$ cat src/rtl/rpm_pkg.sv
`timescale 1ns/1ps
package rpm_pkg;

    // Capture state machine states
    typedef enum logic [1:0] {
        ST_WAIT_EDGE = 2'd0,   // phase start unknown, next change arms
        ST_ARMED     = 2'd1,   // each completed phase is compared
        ST_TRIPPED   = 2'd2    // first violation frozen until clear
    } rpm_state_e;

    // Report of a completed phase from the meter
    typedef struct packed {
        logic seen;    // a level change was detected this cycle
        logic level;   // level of the phase that just ended
    } phase_end_t;

endpackage

$ cat src/rtl/rpm_sync.sv
`timescale 1ns/1ps
module rpm_sync #(
    parameter int STAGES = 2
) (
    input  logic clk,
    input  logic rst,
    input  logic d,
    output logic q
);
    logic [STAGES-1:0] chain;

    always_ff @(posedge clk) begin
        if (rst) begin
            chain <= '0;
        end else begin
            chain <= {chain[STAGES-2:0], d};
        end
    end

    assign q = chain[STAGES-1];
endmodule

$ cat src/rtl/rpm_phase_meter.sv
`timescale 1ns/1ps
module rpm_phase_meter
    import rpm_pkg::*;
#(
    parameter int CNT_W = 8
) (
    input  logic             clk,
    input  logic             rst,
    input  logic             level,
    output phase_end_t       ev,
    output logic [CNT_W-1:0] run_len
);
    localparam logic [CNT_W-1:0] CNT_MAX = '1;
    localparam logic [CNT_W-1:0] CNT_ONE = CNT_W'(1);

    logic             prev_level;
    logic [CNT_W-1:0] ticks;

    assign ev.seen  = level ^ prev_level;
    assign ev.level = prev_level;
    assign run_len  = ticks;

    always_ff @(posedge clk) begin
        if (rst) begin
            prev_level <= 1'b0;
            ticks      <= '0;
        end else begin
            prev_level <= level;
            if (ev.seen) begin
                ticks <= CNT_ONE;
            end else if (ticks != CNT_MAX) begin
                ticks <= ticks + CNT_ONE;
            end
        end
    end
endmodule

$ cat src/rtl/rpm_capture_fsm.sv
`timescale 1ns/1ps
module rpm_capture_fsm
    import rpm_pkg::*;
#(
    parameter int CNT_W = 8
) (
    input  logic             clk,
    input  logic             rst,
    input  logic             clr,
    input  phase_end_t       ev,
    input  logic [CNT_W-1:0] run_len,
    input  logic [CNT_W-1:0] thresh,
    output logic             flag,
    output logic             level,
    output logic [CNT_W-1:0] len
);
    rpm_state_e state, state_nxt;
    logic       short_phase;

    assign short_phase = (state == ST_ARMED) && ev.seen && (run_len < thresh);

    // state register
    always_ff @(posedge clk) begin
        if (rst) begin
            state <= ST_WAIT_EDGE;
        end else begin
            state <= state_nxt;
        end
    end

    // next state
    always_comb begin
        state_nxt = state;
        if (clr) begin
            state_nxt = ST_WAIT_EDGE;
        end else begin
            unique case (state)
                ST_WAIT_EDGE: if (ev.seen)     state_nxt = ST_ARMED;
                ST_ARMED:     if (short_phase) state_nxt = ST_TRIPPED;
                ST_TRIPPED:   state_nxt = ST_TRIPPED;
                default:      state_nxt = ST_WAIT_EDGE;
            endcase
        end
    end

    // outputs
    always_ff @(posedge clk) begin
        if (rst || clr) begin
            flag  <= 1'b0;
            level <= 1'b0;
            len   <= '0;
        end else if (short_phase) begin
            flag  <= 1'b1;
            level <= ev.level;
            len   <= run_len;
        end
    end
endmodule

$ cat src/rtl/runt_pulse_monitor.sv
`timescale 1ns/1ps
module runt_pulse_monitor
    import rpm_pkg::*;
#(
    parameter int SYNC_STAGES = 2,
    parameter int CNT_W       = 8
) (
    input  logic             ref_clk,
    input  logic             rst,
    input  logic             mon_clk,
    input  logic [CNT_W-1:0] min_ticks,
    input  logic             clr,
    output logic             runt_flag,
    output logic             runt_level,
    output logic [CNT_W-1:0] runt_len
);
    logic             mon_sync;
    phase_end_t       phase_ev;
    logic [CNT_W-1:0] phase_len;

    rpm_sync #(.STAGES(SYNC_STAGES)) u_sync (
        .clk (ref_clk),
        .rst (rst),
        .d   (mon_clk),
        .q   (mon_sync)
    );

    rpm_phase_meter #(.CNT_W(CNT_W)) u_meter (
        .clk     (ref_clk),
        .rst     (rst),
        .level   (mon_sync),
        .ev      (phase_ev),
        .run_len (phase_len)
    );

    rpm_capture_fsm #(.CNT_W(CNT_W)) u_fsm (
        .clk     (ref_clk),
        .rst     (rst),
        .clr     (clr),
        .ev      (phase_ev),
        .run_len (phase_len),
        .thresh  (min_ticks),
        .flag    (runt_flag),
        .level   (runt_level),
        .len     (runt_len)
    );
endmodule

$ cat config.mk
export PLATFORM = sky130hd
export DESIGN_NAME = runt_pulse_monitor
export DESIGN_NICKNAME = d
export VERILOG_FILES = /design/src/rtl/rpm_pkg.sv /design/src/rtl/rpm_sync.sv /design/src/rtl/rpm_phase_meter.sv /design/src/rtl/rpm_capture_fsm.sv /design/src/rtl/runt_pulse_monitor.sv
export SDC_FILE = /design/constraint.sdc
export NUM_CORES = 1
export LEC_CHECK = 0
export BUFFER_PORTS_ARGS = -buffer_cell sky130_fd_sc_hd__buf_2
export CORE_UTILIZATION = 35
export CTS_BUF_LIST = sky130_fd_sc_hd__clkbuf_4 sky130_fd_sc_hd__clkbuf_8 sky130_fd_sc_hd__clkbuf_16
export CTS_CLUSTER_DIAMETER = 30
export DETAILED_ROUTE_END_ITERATION = 10
export GPL_TIMING_DRIVEN = 0
export SLEW_MARGIN = 5
export SYNTH_ARGS = -nofsm -noshare
export SYNTH_HDL_FRONTEND = slang
export SYNTH_HIERARCHICAL = 1
export SYNTH_SLANG_ARGS = --single-unit
$ cat constraint.sdc
create_clock -name ref_clk -period 1.59 [get_ports ref_clk]
set_input_delay 0.159 -clock ref_clk [delete_from_list [all_inputs] [get_ports ref_clk]]
set_output_delay 0.159 -clock ref_clk [all_outputs]
set_load 0.05 [all_outputs]
==> results.yml, run 1 <==
critical_path:
  critPathRequiredTime_ns: 1.72
  crit_arrival_ns: 1.82
  r2r-end: "u_fsm/level"
  cpLargestDelayFamily: "compound AO/OA/AOI/OAI gates"
  critPathMaxStageDelay_ns: 0.37
  worstRegToRegCells: 7
  critPathMaxFanout: 6
  path_buf_inv: 2
  worst_setup_path_start_kind: "flop"
  r2r_slack_ns: -0.10
  crit_chain: "nand2b_4 > a2111oi_4 > buf_6 > buf_4 > o32ai_4 > o21ai_1 > a21oi_1"
  worstReg2RegStart: "u_meter/run_len[0]"
  crit_path_end_kind: "flop"
  cp_slowest_cell: "dfxtp_2"
  crit_type: "reg -> reg"
  crit_start: "u_meter/run_len[0]"
clock_network:
  clk_latency_ns: 0.26
  hold_buffers: 0
  clockBufferDepth: 2
  path_clk_slew_ns: 0.08
  cts_buffers: 3
  cts.sinks: 23
  tritoncts: "yes"
  htree_levels: 1
  cts_root_buf: "clkbuf_8"
layout:
  mostFrequentLayoutCell: "buf_2"
  diodes: 0
  utilization_pct: 55.5
  fin_nets: 208
  layout_common_cells: "21 x buf_2, 15 x buf_4, 15 x dfxtp_1"
  fillers: 333
  final_cell_area_um2: 1910
  area_growth_pct: 48.4
  drive_above_1_share_pct: 50.8
floorplanning:
  die_area_um2: 3930
  core_um2: 3440
  io_pins: 22
  rows: 21
  die_y_um: 62.7
  fp.dieW_um: 62.7
  start_util_pct: 37.4
timing:
  max_freq_mhz: 592
  maxSlewHeadroom_pct: 69.1
  worst_pin_slew_ns: 0.464
  grt_setup_unrepaired: "yes"
  maxSlewViolCount: 0
  setup_ws_ns: -0.100
  finalHoldViolCount: 0
  fin_skew_ns: 0.00286
  finalSetupViolations: 12
  min_period_over_period_pct: 106
  fin_crit_ns: 1.69
global_route:
  grt_pass1_wl_um: 6080
  grt_pass1_vias: 1289
  grt-ovfl-total: 0
  grt_max_degree: 13
  grt_usage_pct: 19.8
  antenna_found_initial: 0
worst_hold_path:
  hold_depth: 2
  hp-class: "in -> reg"
  hp-start: "mon_clk"
  hold_end: "u_sync/chain[0]"
synth:
  yosys.cell_types.count: 40
  syn_nets: 163
  syn_inst: 141
  syn_area_um2: 1290
  syn_avg_cell_area_um2: 9.13
  yosys_register_bits: 23
  yosys_warnings: 6
  yosysSeqAreaShare_pct: 35.8
drt:
  drtIter0Drc: 65
  route.vias.total: 1281
  wl_um: 3720
  drc_errors: 0
  drtPass1Iterations: 4
  routed_via_density: 5.55
  routedWlPerCell_um: 16.1
  ant_nets: 0
status:
  failed_checks: "negative setup slack"
  status: "finished, violations left"
place:
  gp_congestion: 0.814
  hpwl_um: 2160
  dpl_cell_area_um2: 1490
  pre_cts_slack_ns: -0.273
  port_buffers: 21
power_and_ir_drop:
  p_total_mw: 1.21
  irDropWorstVdd_mv: 0.316
  p_per_area_nw_per_um2: 631
  leakage_nw: 0.727
run:
  drv_cap: 0
==> cell type report <==
| type | count | area, um^2 | share of cell area [%] |
|---|---|---|---|
| buffer | 6 | 52.6 | 2.75 |
| clock buffer | 4 | 48.8 | 2.55 |
| inverter | 13 | 48.8 | 2.55 |
| multi-input combinational | 100 | 950 | 49.7 |
| sequential | 23 | 485 | 25.4 |
| tap | 46 | 57.6 | 3.01 |
| timing repair buffer | 39 | 268 | 14.0 |
==> synth_stat cells <==
cell | count | share of area [%]
dfxtp_1 | 23 | 36
a21oi_1 | 14 | 5.4
inv_1 | 13 | 3.8
nand3_1 | 12 | 4.7
ha_1 | 10 | 9.7
o21ai_0 | 10 | 3.9
nor2_1 | 5 | 1.5
nand2_1 | 4 | 1.2
nor2b_1 | 4 | 1.9
a211oi_2 | 3 | 2.9
and3_1 | 3 | 1.5
buf_6 | 3 | 2.6
nand4_1 | 3 | 1.5
nor3_1 | 3 | 1.2
a31oi_1 | 2 | 0.97
and4_1 | 2 | 1.4
buf_4 | 2 | 1.2
nor3_2 | 2 | 1.6
nor4_1 | 2 | 0.97
a2111oi_4 | 1 | 2.1
a211oi_1 | 1 | 0.58
a21boi_1 | 1 | 0.58
a21o_1 | 1 | 0.58
a21oi_2 | 1 | 0.68
buf_1 | 1 | 0.29
nand2b_4 | 1 | 1.1
nand3b_1 | 1 | 0.58
nor3b_1 | 1 | 0.58
nor3b_2 | 1 | 0.97
nor3b_4 | 1 | 1.5
o21a_1 | 1 | 0.58
o221a_2 | 1 | 0.87
o22ai_1 | 1 | 0.49
o311ai_1 | 1 | 0.68
o31ai_1 | 1 | 0.58
o32a_2 | 1 | 0.87
o32ai_2 | 1 | 1.3
or2_1 | 1 | 0.49
or2_2 | 1 | 0.49
xor2_1 | 1 | 0.68
==> repair_timing <==
action | in CTS | in global routing
setup buffers | 16 | 1
cloned | 2 | 0
resized for setup | 39 | 6
setup endpoints to repair | 12 | 12
pin swaps | 22 | 1
==> sequential cells by signal, indices dropped and copies added (netlist names) <==
signal / count
u_fsm/len: 8
u_meter/run_len: 8
u_fsm/state: 2
u_sync/chain: 2
u_fsm/flag: 1
u_fsm/level: 1
u_meter/prev_level: 1
==> cell families after synthesis <==
family / Yosys count / share of synthesized area (%)
simple gates: 47 / 22.8
compound gates: 41 / 23.1
flops: 23 / 35.8
buf+inv: 19 / 7.87
fa+ha+maj: 10 / 9.72
xor+xnor: 1 / 0.680
==> worst reg2reg max path, delay by kind of cell, from the launching register on <==
family                 cells  cell delay, ns
and+or+nand+nor            1            0.16
AOI/OAI and AO/OA          4            0.72
DFF                        1            0.37
buffers and inverters      2            0.31
==> routing by layer <==
metal / vias up / part of all wire, % / wire length, um / track usage (%)
li1: 612 / - / - / -
met1: 621 / 43 / 1620 / 24.4
met2: 40 / 50 / 1850 / 34.4
met3: 8 / 4.9 / 182 / 3.10
met4: 0 / 1.8 / 66 / 7.85
met5: - / 0 / 0 / 0
==> per-stage QoR <==
stage,hold WS [ns],instances,TNS [ns]
2_1_floorplan,0.231,141,-0.0262
3_3_place_gp,0.368,208,-2.62
3_5_place_dp,0.376,208,-2.90
4_1_cts,0.100,230,-0.530
5_1_grt,0.111,231,-1.72
6_report,0.104,231,-0.895
==> worst max path at each step <==
stage                endpoint  slack, ns  depth (start not counted)
3_3_place_gp     u_fsm/len[4]      -0.25                          5
4_1_cts            u_fsm/flag      -0.06                          7
5_1_grt          u_fsm/len[7]      -0.17                          7
2_1_floorplan  u_fsm/state[0]      -0.01                          5
3_5_place_dp     u_fsm/len[7]      -0.27                          5
6_report          u_fsm/level      -0.10                          7
==> power by group <==
part | leakage (nW) | switching, mW | internal, mW | total, mW
Combinational | 0.509 | 0.113 | 0.118 | 0.232
Clock | 0.0262 | 0.186 | 0.196 | 0.382
Sequential | 0.192 | 0.0124 | 0.579 | 0.592
Note: power is estimated with default switching activity, not from simulation.
==> inputs of run 2 (changes only) <==
- ABC_AREA: not set -> 1
- SKIP_LAST_GASP: not set -> 1
==> run 2 against run 1 <==
Effect of this change: the run ends with design-rule violations left; cell count is 5.6% higher; sequential share of layout area is 5.7 points higher; core utilization fell by 9.2 points; first-iteration DRC count down 38%; critical path type unchanged; largest cell class unchanged; highest routed layer unchanged.
==> results.yml, run 2 <==
status:
  status: "finished, violations left"
  failed_checks: "design-rule violations"
floorplanning:
  rows: 21
  die_area_um2: 3710
  start_util_pct: 36.4
  fp.dieW_um: 60.9
  die_y_um: 60.9
  core_um2: 3340
  io_pins: 22
drt:
  route.vias.total: 1048
  drtPass1Iterations: 7
  ant_nets: 0
  routedWlPerCell_um: 9.31
  drtIter0Drc: 40
  drc_errors: 2
  routed_via_density: 4.30
  wl_um: 2270
layout:
  fillers: 354
  layout_common_cells: "42 x nor2_1, 23 x nand2_1, 22 x buf_2"
  fin_cells: 244
  utilization_pct: 46.3
  fin_nets: 221
  mostFrequentLayoutCell: "nor2_1"
  area_growth_pct: 27.1
  drive_above_1_share_pct: 33.8
  diodes: 0
critical_path:
  critPathMaxStageDelay_ns: 0.39
  worst_setup_path_start_kind: "flop"
  worstRegToRegCells: 12
  crit_path_end_kind: "flop"
  cpMostUsedCell: "nand2_1"
  critPathMaxFanout: 6
  crit_arrival_ns: 1.71
  critPathRequiredTime_ns: 1.80
  crit_type: "reg -> reg"
  crit_chain: "ha_4 > nand2_1 > nand2_1 > nand2_1 > nand2_1 > nand2_1 > nand2_2 > buf_6 > nand2_4 > nand3_1 > nand2_1 > nor2_1"
  cp_slowest_cell: "dfxtp_4"
power_and_ir_drop:
  p_int_mw: 0.769
  p_comb_share_pct: 14.5
  p_per_area_nw_per_um2: 670
  swShare_pct: 25.7
  p_clk_share_pct: 27.1
  irDropWorstVdd_mv: 0.225
  net-switching-power_mw: 0.266
  p_seq_share_pct: 58.5
  leakage_nw: 0.722
  p_total_mw: 1.04
synth:
  syn_inst: 168
  yosys_register_bits: 23
  synthTopCellsByCount: "42 x nor2_1, 23 x dfxtp_1, 23 x nand2_1, 21 x inv_1"
  syn_nets: 190
  yosys.cell_types.count: 21
  synth_edf_count: 0
  yosysSeqAreaShare_pct: 37.9
  yosysTopAreaCell: "dfxtp_1"
  synth_top_area_share_pct: 37.9
  syn_area_um2: 1210
  synth.most_common_cell: "nor2_1"
  synth-async-reset-ratio_pct: 0
  yosys_warnings: 6
  synthTopCellsByArea: "dfxtp_1 38%, nor2_1 13%, ha_1 10%"
  syn_avg_cell_area_um2: 7.23
  synth_ff_type: "dfxtp_1"
place:
  gp_congestion: 0.749
  port_buffers: 21
  hpwl_um: 1670
  dp.cells: 235
timing:
  worst_pin_slew_ns: 0.242
  fin_crit_ns: 1.50
  fin_skew_ns: 0.00217
  finalHoldViolCount: 0
  maxSlewViolCount: 0
  maxSlewHeadroom_pct: 83.8
  fin_setup_tns_ns: 0
  finalSetupViolations: 0
  min_period_over_period_pct: 94.5
  max_freq_mhz: 666
global_route:
  grt-ovfl-total: 0
  grt_pass1_wl_um: 3370
  grt_max_degree: 13
  antenna_found_initial: 0
  grt_usage_pct: 12.5
  grt_pass1_vias: 846
clock_network:
  cts.sinks: 23
  clk_latency_ns: 0.30
  hold_buffers: 0
  clockBufferDepth: 2
  cts_buffers: 3
  htree_levels: 1
  cts_root_buf: "clkbuf_4"
  path_clk_slew_ns: 0.12
  tritoncts: "yes"
worst_hold_path:
  hp-class: "in -> reg"
  hold_depth: 3
run:
  drv_cap: 0
-- run 2: cell count changes after synthesis, sizes merged, moves of 6 or more --
cell,change
inv,+12
nand3,-6
nor2,+42
a21oi,-8
nand2,+25
-- run 2: per-stage QoR --
stage / worst slack (ns) / cell area (um^2) / hold WS (ns)
floorplan: 0.166 / 1210 / 0.221
global placement: 0.0289 / 1380 / 0.362
detailed placement: 0.00470 / 1380 / 0.368
CTS: 0.00583 / 1420 / 0.0332
global route: -0.0290 / 1540 / 0.0223
finish: 0.0874 / 1540 / 0.0473
-- run 2: power by group through the flow --
stage | combinational, mW | sequential [mW] | clock [mW]
finish | 0.150 | 0.605 | 0.280
global route | 0.178 | 0.608 | 0.325
CTS | 0.131 | 0.607 | 0.297
detailed placement | 0.129 | 0.619 | 0
global placement | 0.128 | 0.619 | 0
floorplan | 0.0919 | 0.621 | 0
-- run 2: what timing repair did --
action | in CTS | in global routing
pin swaps | 0 | 5
buffers inserted | 0 | 4
endpoints found under the hold margin | 0 | 0
gates resized for setup | 1 | 22
cloned | 0 | 1
setup endpoints to repair | 3 | 11
-- run 2: path summary, 6_finish.rpt --
check                          to          startpoint  slack, ns
setup / recovery   u_fsm/state[1]  u_meter/run_len[1]       0.09
hold reg to reg   u_sync/chain[1]     u_sync/chain[0]       0.41
setup reg to reg   u_fsm/state[1]  u_meter/run_len[1]       0.09
hold / removal    u_sync/chain[0]             mon_clk       0.05
-- run 2: critical path: cells and delay by family, from the launching register on --
| kind | cells | cell delay, ns |
|---|---|---|
| buffers and inverters | 1 | 0.13 |
| adders and majority gates | 1 | 0.23 |
| DFF | 1 | 0.39 |
| and+or+nand+nor | 10 | 0.65 |
-- run 2: cells by family after synthesis --
group,after synthesis,synth area share [%]
AO/OA/AOI/OAI,20,8.75
XOR/XNOR,3,2.16
buffers and inverters,29,10.6
AND/OR/NAND/NOR,83,30.3
adder cells (fa/ha/maj),10,10.3
flip-flops,23,37.9
-- run 2: cell type report --
cell class	instances	area, um^2	area share, %
inverters	26	98.8	6.40
well taps	46	57.6	3.73
clock buffers	4	30.0	1.94
multi-input cells	116	707	45.8
plain buffers	3	30.0	1.94
repair buffers	26	140	9.08
flip-flops and latches	23	480	31.1
-- run 2: routing by layer --
metal | vias up | wire, um | global-route usage [%]
li1 | 574 | - | -
met1 | 457 | 1070 | 14.5
met2 | 15 | 1100 | 21.0
met3 | 2 | 74 | 3.20
met4 | 0 | 22 | 6.82
met5 | - | 0 | 0
==> inputs of run 3 (changes only) <==
- PLACE_DENSITY: not set -> 0.53
==> run 3 against run 2 <==
Effect of this change: first-iteration DRC count increased by 35%; via count fell by 0.48%; largest cell class unchanged; critical endpoint is now u_fsm/len[1]; sequential power is essentially flat; combinational power decreased by 5%; critical path type unchanged; worst hold slack got worse by 0.0038 ns; register-to-register slack hardly changed; wire length increased by 0.70%; cell count unchanged; sequential share of layout area increased by 1.4 points; the flow now finishes without violations; clock power increased by 3%; final area down 4.4%; largest power group unchanged; core utilization shrank 2.0 points.
==> results.yml, run 3 (synthesis gave the netlist of run 2 again) <==
status:
  status: "finished clean"
floorplanning:
  fp.dieW_um: 60.9
  io_pins: 22
  die_area_um2: 3710
  die_y_um: 60.9
  rows: 21
  core_um2: 3340
  start_util_pct: 36.4
drt:
  route.vias.total: 1043
  drc_errors: 0
  routed_via_density: 4.27
  drtPass1Iterations: 4
  drtIter0Drc: 54
  ant_nets: 0
  routedWlPerCell_um: 9.38
  wl_um: 2290
layout:
  layout_common_cells: "42 x nor2_1, 23 x nand2_1, 21 x buf_2, 21 x inv_1, 15 x dfxtp_1"
  regArea_um2: 480
  fillers: 355
  drive_above_1_share_pct: 30.3
  area_growth_pct: 21.5
  diodes: 0
  fin_nets: 221
  utilization_pct: 44.2
  multiInputGateArea_um2: 637
  mostFrequentLayoutCell: "nor2_1"
clock_network:
  clockBufferDepth: 2
  path_clk_slew_ns: 0.13
  htree_levels: 1
  clk_latency_ns: 0.30
  cts_root_buf: "clkbuf_4"
  tritoncts: "yes"
  cts_buffers: 3
  cts.sinks: 23
  hold_buffers: 0
global_route:
  grt-ovfl-total: 0
  grt_pass1_vias: 913
  antenna_found_initial: 0
  grt_max_degree: 13
  grt_pass1_wl_um: 3760
  grt_usage_pct: 13.8
critical_path:
  r2r-end: "u_fsm/len[1]"
  crit_chain: "ha_1 > a21oi_1 > nor2_1 > nor2_2 > nand2_2 > buf_6 > o21ai_0 > nor2_1"
  worstRegToRegCells: 8
  worst_setup_path_start_kind: "flop"
  crit_arrival_ns: 1.71
  r2r_slack_ns: 0.09
  cp_slowest_cell: "dfxtp_4"
  crit_path_end_kind: "flop"
  cpMostUsedCell: "nor2_1"
  critPathMaxStageDelay_ns: 0.39
  worstReg2RegStart: "u_meter/run_len[5]"
  crit_type: "reg -> reg"
  critPathRequiredTime_ns: 1.80
  critPathMaxFanout: 10
timing:
  grt_setup_unrepaired: "yes"
  finalHoldViolCount: 0
  min_period_over_period_pct: 94.4
  maxSlewHeadroom_pct: 82.6
  max_freq_mhz: 666
  maxSlewViolCount: 0
  fin_crit_ns: 1.50
  holdWs_ns: 0.0435
  worst_pin_slew_ns: 0.261
  finalSetupViolations: 0
  setup_ws_ns: 0.0888
  fin_skew_ns: 0.00191
place:
  gp_congestion: 0.733
  pre_cts_slack_ns: 0.000770
  port_buffers: 21
  hpwl_um: 1820
power_and_ir_drop:
  irDropWorstVdd_mv: 0.200
  p_per_area_nw_per_um2: 699
  leakage_nw: 0.729
  p_total_mw: 1.03
worst_hold_path:
  hold_depth: 3
  hp-start: "mon_clk"
  hold_end: "u_sync/chain[0]"
  hp-class: "in -> reg"
run:
  drv_cap: 0
run 3: changes by cell type in the layout (fill, tap and decap cells not counted):
cell	delta
ha_1	+5
buf_4	+1
o21ai_1	-1
ha_4	-5
o21ai_0	+1
a21oi_1	+2
a21oi_2	-2
buf_2	-1
run 3: routing by layer:
layer  global-route usage (%)  part of all wire, %
met5                        0                    0
met4                     5.84                 0.83
met3                     2.77                  3.1
met2                     24.0                   48
met1                     16.4                   48
run 3: power breakdown:
group / internal (mW) / switching (mW)
sequential: 0.587 / 0.0151
clock: 0.115 / 0.172
combinational: 0.0624 / 0.0797
total: 0.764 / 0.267
run 3: how the worst max path moves through the flow:
stage | end | from
6_report | u_fsm/len[1] | u_meter/run_len[5]
5_1_grt | u_fsm/len[7] | u_meter/run_len[5]
4_1_cts | u_fsm/len[6] | u_meter/run_len[1]
3_5_place_dp | u_fsm/len[6] | u_meter/run_len[5]
3_3_place_gp | u_fsm/level | u_meter/prev_level
2_1_floorplan | u_fsm/state[1] | u_meter/run_len[5]
run 3: per-stage QoR:
step / instances / instance area (um^2) / TNS (ns)
5_1_grt: 244 / 1480 / -0.0259
4_1_cts: 239 / 1420 / 0
3_3_place_gp: 235 / 1380 / 0
3_5_place_dp: 235 / 1380 / 0
6_report: 244 / 1480 / 0
2_1_floorplan: 168 / 1210 / 0
run 3: worst max-delay path, delay by kind of cell (launching register included):
family | cells | cell delay, ns
buf+inv | 1 | 0.14
compound gates | 2 | 0.31
fa+ha+maj | 1 | 0.30
simple gates | 4 | 0.27
flops | 1 | 0.39
run 3: layout make-up:
| class | count | share of cell area (%) |
|---|---|---|
| Buffer | 3 | 2.03 |
| Clock buffer | 4 | 2.03 |
| Inverter | 26 | 6.69 |
| Multi-Input combinational cell | 116 | 43.1 |
| Sequential cell | 23 | 32.5 |
| Tap cell | 46 | 3.90 |
| Timing Repair Buffer | 26 | 9.66 |
run 3: what timing repair did:
| item | CTS | global route |
|---|---|---|
| endpoints found under the setup margin | 1 | 11 |
| setup buffers | 0 | 5 |
| gates resized for setup | 2 | 13 |
| pin swaps | 0 | 1 |
